$ cat src/rtl/rpt_alarm_pkg.sv
package rpt_alarm_pkg;
   localparam int NUM_FIELDS = 4;
   localparam int REG_W      = 8;
   // per field: seconds, minutes, hours, date
   localparam int FLD_W   [NUM_FIELDS] = '{7, 7, 6, 5};
   localparam int FLD_MIN [NUM_FIELDS] = '{0, 0, 0, 1};
   localparam int FLD_MAX [NUM_FIELDS] = '{59, 59, 23, 99};

   // true when the low 'bits' of v form a BCD value within [lo, hi]
   function automatic logic bcd_in_range(input logic [REG_W-1:0] v,
                                         input int bits, input int lo, input int hi);
      logic [REG_W-1:0] m;
      int units;
      int tens;
      int val;
      m     = v & REG_W'((1 << bits) - 1);
      units = int'(m[3:0]);
      tens  = int'(m[7:4]);
      val   = tens * 10 + units;
      return (units <= 9) && (val >= lo) && (val <= hi);
   endfunction
endpackage

$ cat src/rtl/rpt_alarm_field.sv
module rpt_alarm_field
   import rpt_alarm_pkg::*;
#(
   parameter int VAL_W   = 7,
   parameter int MIN_VAL = 0,
   parameter int MAX_VAL = 59
) (
   input  logic             clk,
   input  logic             rst_n,
   input  logic             wr_sel,
   input  logic [REG_W-1:0] wr_data,
   input  logic [REG_W-1:0] now_val,
   output logic [REG_W-1:0] reg_q,
   output logic             mask,
   output logic             hit
);
   localparam logic [REG_W-1:0] VMASK = REG_W'((1 << VAL_W) - 1);

   if (VAL_W < 4 || VAL_W > REG_W - 1) begin : g_bad_w
      $error("rpt_alarm_field: VAL_W out of range");
   end
   if (MIN_VAL > MAX_VAL) begin : g_bad_rng
      $error("rpt_alarm_field: MIN_VAL above MAX_VAL");
   end

   logic legal;
   assign legal = bcd_in_range(wr_data, VAL_W, MIN_VAL, MAX_VAL);

   always_ff @(posedge clk) begin
      if (!rst_n)
         reg_q <= '0;
      else if (wr_sel && legal)
         reg_q <= wr_data;
   end

   assign mask = reg_q[REG_W-1];
   assign hit  = ((now_val ^ reg_q) & VMASK) == '0;
endmodule

$ cat src/rtl/rpt_alarm_rate.sv
module rpt_alarm_rate
   import rpt_alarm_pkg::*;
(
   input  logic [NUM_FIELDS-1:0] mask,   // [0]=sec [1]=min [2]=hour [3]=date
   input  logic [NUM_FIELDS-1:0] hit,
   output logic                  fire_ok
);
   if (NUM_FIELDS != 4) begin : g_bad_n
      $error("rpt_alarm_rate: decode assumes four fields");
   end

   logic [NUM_FIELDS-1:0] need;

   always_comb begin
      unique case (mask)
         4'b0000: need = 4'b1111;   // monthly
         4'b1000: need = 4'b0111;   // daily
         4'b1100: need = 4'b0011;   // hourly
         4'b1110: need = 4'b0001;   // per minute
         default: need = 4'b0000;   // per second
      endcase
   end

   assign fire_ok = &(hit | ~need);
endmodule

$ cat src/rtl/rpt_alarm_cmp.sv
module rpt_alarm_cmp
   import rpt_alarm_pkg::*;
#(
   parameter int ADDR_W    = 3,
   parameter int CTRL_ADDR = 4
) (
   input  logic              clk,
   input  logic              rst_n,
   input  logic              wr_en,
   input  logic [ADDR_W-1:0] wr_addr,
   input  logic [REG_W-1:0]  wr_data,
   input  logic [ADDR_W-1:0] rd_addr,
   output logic [REG_W-1:0]  rd_data,
   input  logic              tick,
   input  logic [REG_W-1:0]  now_sec,
   input  logic [REG_W-1:0]  now_min,
   input  logic [REG_W-1:0]  now_hour,
   input  logic [REG_W-1:0]  now_date,
   output logic              irq_pulse
);
   if (CTRL_ADDR < NUM_FIELDS || CTRL_ADDR >= (1 << ADDR_W)) begin : g_bad_ctrl
      $error("rpt_alarm_cmp: CTRL_ADDR collides or is unreachable");
   end

   logic [NUM_FIELDS-1:0][REG_W-1:0] now_vec;
   logic [NUM_FIELDS-1:0][REG_W-1:0] fld_q;
   logic [NUM_FIELDS-1:0]            fld_mask;
   logic [NUM_FIELDS-1:0]            fld_hit;
   logic                             fire_ok;
   logic                             en_q;

   assign now_vec = {now_date, now_hour, now_min, now_sec};

   for (genvar g = 0; g < NUM_FIELDS; g++) begin : g_fld
      rpt_alarm_field #(
         .VAL_W   (FLD_W[g]),
         .MIN_VAL (FLD_MIN[g]),
         .MAX_VAL (FLD_MAX[g])
      ) u_fld (
         .clk     (clk),
         .rst_n   (rst_n),
         .wr_sel  (wr_en && (wr_addr == ADDR_W'(g))),
         .wr_data (wr_data),
         .now_val (now_vec[g]),
         .reg_q   (fld_q[g]),
         .mask    (fld_mask[g]),
         .hit     (fld_hit[g])
      );
   end

   rpt_alarm_rate u_rate (
      .mask    (fld_mask),
      .hit     (fld_hit),
      .fire_ok (fire_ok)
   );

   always_ff @(posedge clk) begin
      if (!rst_n)
         en_q <= 1'b0;
      else if (wr_en && wr_addr == ADDR_W'(CTRL_ADDR))
         en_q <= wr_data[0];
   end

   always_ff @(posedge clk) begin
      if (!rst_n)
         irq_pulse <= 1'b0;
      else
         irq_pulse <= tick && fire_ok && en_q;
   end

   always_comb begin
      rd_data = '0;
      for (int k = 0; k < NUM_FIELDS; k++)
         if (rd_addr == ADDR_W'(k)) rd_data = fld_q[k];
      if (rd_addr == ADDR_W'(CTRL_ADDR)) rd_data = {{(REG_W-1){1'b0}}, en_q};
   end
endmodule

$ cat config.mk
export PLATFORM = sky130hd
export DESIGN_NAME = rpt_alarm_cmp
export DESIGN_NICKNAME = d
export VERILOG_FILES = /design/src/rtl/rpt_alarm_pkg.sv /design/src/rtl/rpt_alarm_field.sv /design/src/rtl/rpt_alarm_rate.sv /design/src/rtl/rpt_alarm_cmp.sv
export SDC_FILE = /design/constraint.sdc
export NUM_CORES = 1
export LEC_CHECK = 0
export BUFFER_PORTS_ARGS = -buffer_cell sky130_fd_sc_hd__buf_4
export CAP_MARGIN = 20
export CORE_MARGIN = 2
export CORE_UTILIZATION = 59
export CTS_BUF_LIST = sky130_fd_sc_hd__clkbuf_4 sky130_fd_sc_hd__clkbuf_8 sky130_fd_sc_hd__clkbuf_16
export CTS_CLUSTER_DIAMETER = 150
export CTS_CLUSTER_SIZE = 16
export DETAILED_ROUTE_END_ITERATION = 16
export PLACE_DENSITY = 0.86
export SYNTH_ARGS = -nofsm -noshare
export SYNTH_HDL_FRONTEND = slang
export SYNTH_HIERARCHICAL = 1
export SYNTH_SLANG_ARGS = --single-unit
$ cat constraint.sdc
create_clock -name clk -period 3.07 [get_ports clk]
set_clock_uncertainty 0.15 [all_clocks]
set_input_delay 0.1535 -clock clk [delete_from_list [all_inputs] [get_ports clk]]
set_output_delay 0.1535 -clock clk [all_outputs]
set_load 0.005 [all_outputs]
* Yosys cells after proc, flatten, opt, wreduce, memory -nomap -nowiden
Cells that the tools add are included.
** Operators by class
- $add $sub $neg :: 3
- Multipliers :: 3
- Magnitude comparators :: 7
- Equal/unequal tests :: 11
- Multiplexer cells :: 6
- Bitwise gates (word level) :: 6
- Reductions and logical operators :: 25
** Operators by type and width (count)
- $add A32 B5 Y32 :: 3
- $ge A32 B1 Y1 const B :: 2
- $mux W8 :: 5
- $ge A32 B2 Y1 const B :: 1
- $le A32 B6 Y1 const B :: 1
- $le A32 B7 Y1 const B :: 1
- $le A32 B8 Y1 const B :: 1
- $logic_not A8 Y1 :: 4
- $logic_and A1 B1 Y1 :: 17
- $pmux W4 S4 :: 1
- $xor A7 B7 Y7 :: 2
- $eq A3 B2 Y1 const B :: 4
- $eq A4 B4 Y1 const B :: 3
- $eq A3 B1 Y1 const B :: 2
- $eq A3 B3 Y1 const B :: 2
- $logic_not A3 Y1 :: 2
- $mul A3 B3 Y6 const B :: 1
- $xor A6 B6 Y6 :: 1
- $mul A2 B3 Y5 const B :: 1
- $xor A5 B5 Y5 :: 1
- $le A4 B4 Y1 const B :: 1
- $logic_not A4 Y1 :: 1
- $mul A1 B3 Y4 const B :: 1
- $not A4 Y4 :: 1
- other kinds (2) :: 2
** Word-level totals
- Register bits :: 34
- Input bits :: 50
- Output and inout bits :: 9
- Logic and storage cells :: 67

* Logic depth before layout (Yosys ltp)
Gate-level depths: netlist (run 1).
- Word-level depth :: 7
- Mapped depth :: 8
- Mapped depth without buffers :: 8

* Cells and area by module
Netlist (run 1), hierarchy kept.
** Modules (own cells, without submodules)
- rpt_alarm_field (g_fld[0].u_fld ...) :: times used 2, cells each 66, area each 605.6 um^2, sequential area each 160.2 um^2
- rpt_alarm_field (g_fld[2].u_fld) :: times used 1, cells each 59, area each 521.8 um^2, sequential area each 160.2 um^2
- rpt_alarm_field (g_fld[3].u_fld) :: times used 1, cells each 53, area each 479.2 um^2, sequential area each 160.2 um^2
- rpt_alarm_cmp :: times used 1, cells each 32, area each 380.4 um^2, sequential area each 40.0 um^2
- rpt_alarm_rate :: times used 1, cells each 7, area each 38.8 um^2, sequential area each 0.0 um^2

* Worst setup path after synthesis (run 1)
Ideal clock, no wire load.
- Kind :: in2reg
- Start point :: in wr_data[4]
- End point :: reg g_fld[0].u_fld.reg_q[0]
- Setup time :: 0.072 ns
- Arrival :: 1.941 ns
- Required time :: 2.848 ns
- Setup slack :: 0.907 ns
- Stages on the path :: 8
- Buffers on the path :: 0
- Path through :: ha_1 -> ha_1 -> ha_1 -> nand3b_1 -> o31ai_2 -> a21boi_1 -> a311oi_4 -> mux2i_1
** Between the ends
- Word-level cells in the longest chain between the ends :: 6
- Elaborated cells between the ends (all ways) :: 7
- Those cells by class :: 1 x add/sub; 1 x mul; 2 x order compare; 3 x reduce/logical
** Ends and longest elaborated chain
- start: declaration :: line rpt_alarm_cmp.sv:11 : input logic [REG_W-1:0] wr_data,
- $mul A3 B3 Y6 (*) :: line rpt_alarm_pkg.sv:19 : val = tens * 10 + units;
- $add A32 B5 Y32 (*) :: line rpt_alarm_pkg.sv:19
- $ge A32 B1 Y1 :: line rpt_alarm_pkg.sv:20 : return (units <= 9) && (val >= lo) && (val <= hi);
- $logic_and A1 B1 Y1 :: line rpt_alarm_pkg.sv:20
- $logic_and A1 B1 Y1 (*) :: line rpt_alarm_pkg.sv:20
- $logic_and A1 B1 Y1 (*) :: line rpt_alarm_field.sv:32 : else if (wr_sel && legal)
- end signal: assignment :: line rpt_alarm_field.sv:33 : reg_q <= wr_data;
- end: declaration :: line rpt_alarm_field.sv:13 : output logic [REG_W-1:0] reg_q,
Every way passes the cells marked *; elsewhere a longest branch is shown, timed or not.
A chain may end at the register's enable or synchronous reset.

* Worst setup path in the final report (run 1)
Ends and elaborated chain as after synthesis.

==> results of run 1 <==
routing by layer:
layer	wire, um	vias up	part of all wire [%]	track usage [%]
met1	2610	1046	42	36.5
met4	127	0	2.1	7.97
met5	0	-	0	0
met3	350	10	5.7	5.27
met2	3100	78	50	42.9
li1	-	1069	-	-
metrics by stage:
step,hold WS (ns),utilization [%],area (um2)
floorplan,0.132,-,2630
global placement,0.276,69.3,3000
detailed placement,0.278,69.3,3000
CTS,0.0206,71.6,3100
global route,0.0173,71.6,3100
finish,0.0228,71.6,3100
final timing paths:
check | slack (ns) | to | from
worst max-delay path | 0.76 | g_fld[0].u_fld/reg_q[0] | wr_data[4]
worst min-delay path | 0.02 | g_fld[1].u_fld/reg_q[6] | wr_data[6]
worst max register to register | 1.35 | irq_pulse | g_fld[1].u_fld/reg_q[0]
worst min register to register | 0.32 | g_fld[3].u_fld/reg_q[5] | g_fld[3].u_fld/reg_q[5]
registers in the layout, summed over array words and instances, names as in the netlist:
| signal | cells |
|---|---|
| g_fld.u_fld/reg_q | 32 |
| en_q | 1 |
| irq_pulse | 1 |
power breakdown:
| part | switching (uW) | internal, uW | total [uW] |
|---|---|---|---|
| Sequential | 6.85 | 448 | 454 |
| Clock | 157 | 152 | 309 |
| Combinational | 125 | 115 | 241 |
| Total | 289 | 715 | 1000 |
repair_timing:
action                                  in CTS  in global routing
endpoints found under the setup margin       0                  0
resized for setup                            0                  0
hold buffers                                 2                  0
endpoints found under the hold margin        3                  0
final cells by class:
class | instances | area share (%)
Clock buffer | 5 | 2.22
Clock inverter | 2 | 0.323
Inverter | 5 | 0.606
Multi-Input combinational cell | 229 | 59.5
Sequential cell | 34 | 22.0
Tap cell | 52 | 2.10
Timing Repair Buffer | 54 | 13.3
cell families (layout without fill, tap and decap cells):
group                    after synthesis  after routing  share of synthesized area (%)
flip-flops                            34             34                           25.9
adder cells (fa/ha/maj)               21             21                           10.8
XOR/XNOR                              28             28                           9.32
buffers and inverters                 20             66                           4.09
AO/OA/AOI/OAI                         27             27                           9.27
multiplexers                          45             45                           20.5
AND/OR/NAND/NOR                      108            108                           20.1
layout by cell type, fill, tap and decap left out, types with 2 or more instances in the layout:
master and n:
or2b_1 2, buf_4 52, nand2b_1 2, a311oi_4 2
xor2_1 12, nor3_1 2, nor4bb_1 2, o21ai_0 6
xnor2_1 16, nand4_1 3, fa_1 3, a21oi_1 3
nand3_1 2, nand2_1 71, clkbuf_8 5, nor2_1 3
clkinv_2 2, nand3b_1 3, o21bai_1 4, o31ai_2 2
ha_1 18, a21boi_1 2, dlygate4sd3_1 2, nor2b_1 9
inv_1 5, mux2i_1 37, nor4_1 2, dfxtp_1 34
mux4_2 7
worst register-to-register path, stage by stage, from the launching register on:
cell	delay (ns)
dfxtp_1	0.42
xnor2_1	0.15
nand4_1	0.14
nor4_1	0.29
nand2b_1	0.17
a21oi_1	0.06
o21ai_1	0.12
and4_1	0.17
==> flow_summary.toml, run 1 <==
[clock_tree]
clk_pin_slew_ns = 0.07
ctsRootBufferMaster = "clkbuf_8"
cts_tree = "built"
htree_levels = 2
clock-sinks = 34
cts_buffers = 5
post-cts-setup-buffers = 0
clockBufferDepth = 2
worstSkewPairLatency_ns = 0.28

[setup_path]
end_kind = "flop"
critPathKind = "input pin to flop"
worst_ep_required_time_ns = 3.13
crit_arrival_ns = 2.37
cp_common_cell = "ha_1"
critPathBufInv = 1
crit_cells = 9
rr_worst_depth = 7
critPathMaxStageDelay_ns = 0.57
critical-path-slowest-cell = "a311oi_4"
startpoint_type = "input pin"
cp_max_fo = 12
worstPathCellList = "buf_4, ha_1, ha_1, ha_1, nand3b_1, o31ai_2, a21boi_1, a311oi_4, mux2i_1"
critPathTopFamily = "compound AO/OA/AOI/OAI gates"

[final_layout]
layout-drive-gt1-share_pct = 23.4
finalNonFillerCells = 381
fillerInstances = 335
insertedDiodeCount = 0
area_growth_pct = 17.7
multi_input_area_um2 = 1840
fin_nets = 400
regArea_um2 = 681

[die]
io_pins = 59
die_y_um = 70.8
rows = 24
fp.dieW_um = 70.8
start_util_pct = 60.9
die_area_um2 = 5010
core_area_um2 = 4320

[timing]
drv_slew = 0
setup_violations = 0
rsz0062_at_grt = "false"
slew_headroom_pct = 55.8
tns_ns = 0
setup_slack_ns = 0.758
period_needed_ns = 2.31
tightest_slew_ns = 0.664
fmax_ghz = 0.433
hold_viol_final = 0
fin_crit_sh_pct = 75.3

[yosys]
seq_area_frac_synth_pct = 25.9
yosys.area.top_type = "dfxtp_1"
synth-seq-cells = 34
synth_top_area_share_pct = 25.9
synth_area_um2 = 2630
postSynthNetCount = 354
synth_cell_type_count = 45
async_flop_share_pct = 0
syn_avg_cell_area_um2 = 9.30
yosysMostFrequentCell = "nand2_1"
synthTopCellsByCount = "71 x nand2_1, 37 x mux2i_1, 34 x dfxtp_1, 18 x ha_1, 16 x xnor2_1"
ys.flop_type = "dfxtp_1"
yosys_warnings = 6
netlist_instances = 283
synth_edf_count = 0
synthTopCellsByArea = "dfxtp_1 26%, mux2i_1 14%, nand2_1 10%"

[route]
drt-pass1-iter-count = 4
initialDrtViolationCount = 123
vias_per_cell = 5.78
finalWirelength_um = 6180
drc = 0
final_antenna_net_count = 0
wl_per_cell_um = 16.2
vias = 2203

[global_route]
overflow = 0
antenna_found_initial = 0
grtUsageTotal_pct = 26.6
grt_pass1_vias = 2192
grt_max_degree = 67
grt_pass1_wl_um = 10500

[status]
outcome = "finished clean"

[min_path]
min_path_cells = 3
hold_path_class = "input pin to flop"

[pwr]
p_leak_uw = 0.00132
power_density_nw_per_um2 = 324
power_uw = 1000
vdd_drop_max_uv = 184

[placed_design]
pre_cts_ws_ns = 0.466
finalWeightedCongestion = 0.833
dp_hpwl_um = 4650
dpl.cell_count = 372
io_buffers = 51

[job]
cap_violations = 0
(Power assumes the default switching activity.)
==> inputs of run 2 (changes only) <==
--- a/config.mk
+++ b/config.mk
@@ -8,12 +8,12 @@
 export BUFFER_PORTS_ARGS = -buffer_cell sky130_fd_sc_hd__buf_4
 export CAP_MARGIN = 20
 export CORE_MARGIN = 2
-export CORE_UTILIZATION = 59
+export CORE_UTILIZATION = 49
 export CTS_BUF_LIST = sky130_fd_sc_hd__clkbuf_4 sky130_fd_sc_hd__clkbuf_8 sky130_fd_sc_hd__clkbuf_16
 export CTS_CLUSTER_DIAMETER = 150
 export CTS_CLUSTER_SIZE = 16
 export DETAILED_ROUTE_END_ITERATION = 16
-export PLACE_DENSITY = 0.86
+export PLACE_DENSITY = 0.76
 export SYNTH_ARGS = -nofsm -noshare
 export SYNTH_HDL_FRONTEND = slang
 export SYNTH_HIERARCHICAL = 1
==> constraint.sdc (replaced) <==
create_clock -name clk -period 2.1 [get_ports clk]
set_clock_uncertainty 0.15 [all_clocks]
set_input_delay 0.105 -clock clk [delete_from_list [all_inputs] [get_ports clk]]
set_output_delay 0.105 -clock clk [all_outputs]
set_load 0.005 [all_outputs]
==> run 2 against run 1 <==
Compared with the run above: sequential power increased by 46%; wire length increased by 8.2%; via count increased by 5.3%; setup slack got worse by 0.62 ns; critical path type unchanged; sequential share of layout area decreased by 2.0 points; first-iteration DRC count increased by 43%; combinational power increased by 67%; utilization decreased by 5.4 points; cell count increased by 10%; die area increased by 19%; non-clock buffer count increased by 20; total power increased by 81%.
==> flow_summary.toml, run 2 (same netlist as run 1, synthesis figures left out) <==
[pwr]
power_density_nw_per_um2 = 535
power_uw = 1820
p_leak_uw = 0.00144
vdd_drop_max_uv = 634

[final_layout]
insertedDiodeCount = 0
final_common_cell = "nand2_1"
fillerInstances = 437
reg_top3 = "g_fld.u_fld/reg_q (32), en_q (1), irq_pulse (1)"
layout-drive-gt1-share_pct = 28.9
top_register = "g_fld.u_fld/reg_q"
area_growth_pct = 29.3
final_cell_area_um2 = 3400
finalNonFillerCells = 420
largest_reg_flops = 32
mostFrequentLayoutCells = "71 x nand2_1, 67 x buf_4, 37 x mux2i_1"
fin_nets = 420

[clock_tree]
ctsHoldBuffers = 5
ctsRootBufferMaster = "clkbuf_8"
clock-sinks = 34
clk_pin_slew_ns = 0.07
post-cts-setup-buffers = 0
htree_levels = 2
cts_tree = "built"
post_cts_resized = 0
cts_buffers = 5
worstSkewPairLatency_ns = 0.30
clockBufferDepth = 2

[setup_path]
critPathKind = "input pin to flop"
startpoint_type = "input pin"
crit_arrival_ns = 2.04
worst_ep_required_time_ns = 2.17
cp_max_fo = 8
end_kind = "flop"

[timing]
period_needed_ns = 1.96
fin_crit_sh_pct = 93.4
setup_slack_ns = 0.139
hold_viol_final = 0
drv_slew = 0
rsz0062_at_grt = "false"
setup_violations = 0
fmax_ghz = 0.510
slew_headroom_pct = 60.9
tightest_slew_ns = 0.587

[route]
drt-pass1-iter-count = 4
final_antenna_net_count = 0
wl_per_cell_um = 15.9
finalWirelength_um = 6690
initialDrtViolationCount = 176
drc = 0
vias_per_cell = 5.52
vias = 2320

[global_route]
grt_max_degree = 67
overflow = 0
antenna_found_initial = 0
grt_pass1_wl_um = 10800
grt_pass1_vias = 2269
grtUsageTotal_pct = 23.3

[die]
die_area_um2 = 5970
rows = 26
core_area_um2 = 5140
fp.dieW_um = 77.3
start_util_pct = 51.2
io_pins = 59
die_y_um = 77.3

[status]
outcome = "finished clean"

[min_path]
hold_path_class = "input pin to flop"

[placed_design]
placed_area_um2 = 3210
io_buffers = 51
pre_cts_ws_ns = -0.167
dp_hpwl_um = 5060
dpl.cell_count = 407
finalWeightedCongestion = 0.782

[job]
cap_violations = 0
## run 2: cell types whose count changed in the layout (fill, tap and decap cells not counted), sizes merged
cell         change
buf             +17
dlygate4sd3      +3
clkinv           -2
clkbuf           +1
bufinv           +2
## run 2: final timing paths
check	slack, ns	cells after the start	endpoint	from
setup / recovery	0.14	9	g_fld[0].u_fld/reg_q[2]	wr_data[1]
hold / removal	0.10	4	g_fld[0].u_fld/reg_q[6]	wr_data[6]
setup reg to reg	0.27	7	irq_pulse	g_fld[0].u_fld/reg_q[4]
hold reg to reg	0.31	2	g_fld[3].u_fld/reg_q[5]	g_fld[3].u_fld/reg_q[5]
## run 2: report_power, final
group	internal, uW	switching, uW
clock network	506	249
logic	203	199
registers	654	9.92
total	1360	458
## run 2: through the flow
step           util [%]  hold slack, ns  setup TNS, ns
2_1_floorplan         -          0.0832              0
5_1_grt            66.2           0.109              0
3_3_place_gp       62.5           0.236          -1.05
4_1_cts            66.2          0.0979              0
6_report           66.2           0.105              0
3_5_place_dp       62.5           0.234          -2.92
## run 2: per-layer routing
metal	up-vias	global-route usage (%)	share of wire [%]	wire [um]
met2	80	39.0	49	3300
met5	-	0	0	0
met3	19	3.88	4.9	328
li1	1108	-	-	-
met1	1113	29.7	43	2870
met4	0	9.46	2.7	182
## run 2: cell type report
type                            instances  area (um2)  share of cell area [%]
Clock buffer                            6        82.6                    2.43
Clock inverter                          2        60.1                    1.76
Inverter                                5        18.8                   0.551
Multi-Input combinational cell        229        1880                    55.3
Sequential cell                        34         681                    20.0
Tap cell                               70        87.6                    2.57
Timing Repair Buffer                   74         593                    17.4
## run 2: critical path: stages
cell      delay, ns
buf_4          0.13
ha_1           0.22
fa_1           0.45
o21ai_0        0.21
o21bai_1       0.08
a21boi_2       0.17
a311oi_4       0.31
buf_12         0.18
mux2i_1        0.18
==> inputs of run 3 (changes only) <==
--- a/config.mk
+++ b/config.mk
@@ -5,15 +5,18 @@
 export SDC_FILE = /design/constraint.sdc
 export NUM_CORES = 1
 export LEC_CHECK = 0
+export ABC_AREA = 1
 export BUFFER_PORTS_ARGS = -buffer_cell sky130_fd_sc_hd__buf_4
 export CAP_MARGIN = 20
+export CELL_PAD_IN_SITES_DETAIL_PLACEMENT = 1
+export CELL_PAD_IN_SITES_GLOBAL_PLACEMENT = 2
 export CORE_MARGIN = 2
-export CORE_UTILIZATION = 49
+export CORE_UTILIZATION = 28
 export CTS_BUF_LIST = sky130_fd_sc_hd__clkbuf_4 sky130_fd_sc_hd__clkbuf_8 sky130_fd_sc_hd__clkbuf_16
 export CTS_CLUSTER_DIAMETER = 150
 export CTS_CLUSTER_SIZE = 16
 export DETAILED_ROUTE_END_ITERATION = 16
-export PLACE_DENSITY = 0.76
+export PLACE_DENSITY = 0.78
 export SYNTH_ARGS = -nofsm -noshare
 export SYNTH_HDL_FRONTEND = slang
 export SYNTH_HIERARCHICAL = 1
==> run 3 against run 2 <==
Compared with the run above: setup slack worse by 0.040 ns; clock power decreased by 30%; worst hold slack got worse by 0.077 ns; die area rose by 98%; global-route usage is 6.6 points lower; combinational power increased by 20%; wire length up 42%; cell count increased by 56%; critical endpoint is now g_fld[3].u_fld/reg_q[1].
==> flow_summary.toml, run 3 <==
[die]
start_util_pct = 28.5
io_pins = 59
rows = 38
core_area_um2 = 10800
die_y_um = 109
die_area_um2 = 11900
fp.dieW_um = 109

[clock_tree]
cts_buffers = 5
clk_pin_slew_ns = 0.07
htree_levels = 2
cts_tree = "built"
clockBufferDepth = 2
post_cts_resized = 0
worstSkewPairLatency_ns = 0.28
clock-sinks = 34
ctsRootBufferMaster = "clkbuf_8"

[timing]
hold_viol_final = 0
slew_headroom_pct = 69.8
tns_ns = 0
fmax_ghz = 0.500
fin_crit_sh_pct = 95.3
period_needed_ns = 2.00
setup_slack_ns = 0.0995
tightest_slew_ns = 0.453
setup_violations = 0
drv_slew = 0

[placed_design]
placed_area_um2 = 3520
finalWeightedCongestion = 0.837
pre_cts_ws_ns = 0.102
dp_hpwl_um = 7340
io_buffers = 51

[global_route]
grtUsageTotal_pct = 16.7
antenna_found_initial = 0
grt_max_degree = 35
grt_pass1_vias = 3148
overflow = 0
grt_pass1_wl_um = 15400

[route]
final_antenna_net_count = 0
vias = 3028
drc = 0
vias_per_cell = 4.63
initialDrtViolationCount = 132
drt-pass1-iter-count = 4
wl_per_cell_um = 14.5
finalWirelength_um = 9500

[yosys]
syn_avg_cell_area_um2 = 6.72
synth_area_um2 = 3080
yosysMostFrequentCell = "nand2_1"
synthTopCellsByCount = "83 x nand2_1, 63 x nor2_1, 60 x inv_1, 56 x nand3_1, 34 x dfxtp_1"
yosys.area.top_type = "dfxtp_1"
seq_area_frac_synth_pct = 22.1
synth-seq-cells = 34
postSynthNetCount = 529
synth_cell_type_count = 32
async_flop_share_pct = 0
netlist_instances = 458
ys.flop_type = "dfxtp_1"
yosys_warnings = 6
synth_edf_count = 0
synthTopCellsByArea = "dfxtp_1 22%, nand2_1 10%, nand3_1 9.1%"
synth_top_area_share_pct = 22.1

[final_layout]
layout-drive-gt1-share_pct = 22.2
final_common_cell = "nand2_1"
reg_top3 = "g_fld.u_fld/reg_q (32), en_q (1), irq_pulse (1)"
top_register = "g_fld.u_fld/reg_q"
fillerInstances = 1406
area_growth_pct = 20.4
fin_nets = 584
insertedDiodeCount = 0
largest_reg_flops = 32
final_cell_area_um2 = 3710
mostFrequentLayoutCells = "83 x nand2_1, 64 x buf_4, 63 x nor2_1"

[setup_path]
worst_ep_required_time_ns = 2.13
end_kind = "flop"
startpoint_type = "input pin"
cp_max_fo = 10
crit_arrival_ns = 2.03
critPathKind = "input pin to flop"

[status]
outcome = "finished clean"

[job]
cap_violations = 0

[min_path]
hold_path_class = "input pin to flop"

[pwr]
vdd_drop_max_uv = 216
power_uw = 1700
power_density_nw_per_um2 = 457
p_leak_uw = 0.00180
[run 3: cell types whose count changed after synthesis, moves of 12 or more]
| cell | delta |
|---|---|
| nand3_1 | +54 |
| mux2i_1 | -37 |
| nor2_1 | +60 |
| a21oi_1 | +24 |
| nand2_1 | +12 |
| inv_1 | +55 |
[run 3: repair_timing]
item                       in CTS  in global routing
hold buffers                    3                  0
setup buffers                   0                  6
setup endpoints to repair       0                 15
hold endpoints to repair        2                  0
[run 3: path summary, 6_finish.rpt]
| path | startpoint | to | slack (ns) | cells past startpoint |
|---|---|---|---|---|
| worst max-delay path | wr_addr[2] | g_fld[3].u_fld/reg_q[1] | 0.1 | 10 |
| worst min-delay path | wr_en | en_q | 0.03 | 4 |
| worst max register to register | g_fld[0].u_fld/reg_q[0] | irq_pulse | 0.29 | 10 |
| worst min register to register | g_fld[3].u_fld/reg_q[5] | g_fld[3].u_fld/reg_q[5] | 0.36 | 2 |
[run 3: through the flow]
step	hold WS, ns	util [%]	instances
finish	0.0272	34.3	654
CTS	0.0262	33.8	648
detailed placement	0.198	32.7	637
global placement	0.170	32.7	637
floorplan	0.0688	-	458
global route	0.0406	34.3	654
[run 3: worst max-delay path, stage by stage]
cell	delay, ns
dlygate4sd3_1	0.54
buf_4	0.14
inv_1	0.04
nand2_1	0.09
nor3_1	0.33
a21boi_4	0.40
buf_4	0.20
nand3_2	0.08
nand2_2	0.08
nor2_2	0.03
[run 3: where the power goes]
group / switching, uW / internal (uW) / total (uW)
Sequential: 19.0 / 661 / 680
Clock: 253 / 278 / 531
Combinational: 283 / 201 / 484
[run 3: kinds of logic after synthesis]
kind of cell    count (synthesis)  share of synthesized area, %
simple gates                  251                          38.7
buf+inv                        85                          14.6
compound gates                 45                          9.06
flops                          34                          22.1
xor+xnor                       22                          6.26
fa+ha+maj                      21                          9.26
[run 3: layout make-up]
| cell class | count | area [um2] | share of cell area [%] |
|---|---|---|---|
| flip-flops and latches | 34 | 681 | 18.4 |
| multi-input cells | 339 | 1950 | 52.6 |
| repair buffers | 70 | 571 | 15.4 |
| inverters | 63 | 236 | 6.38 |
| well taps | 140 | 175 | 4.72 |
| clock inverters | 1 | 5.00 | 0.135 |
| clock buffers | 7 | 90.1 | 2.43 |
[run 3: metal layers]
| layer | wire length [um] | GRT usage [%] |
|---|---|---|
| met1 | 4570 | 22.1 |
| met2 | 4540 | 29.3 |
| met3 | 293 | 1.37 |
| met4 | 102 | 3.66 |
| met5 | 0 | 0 |
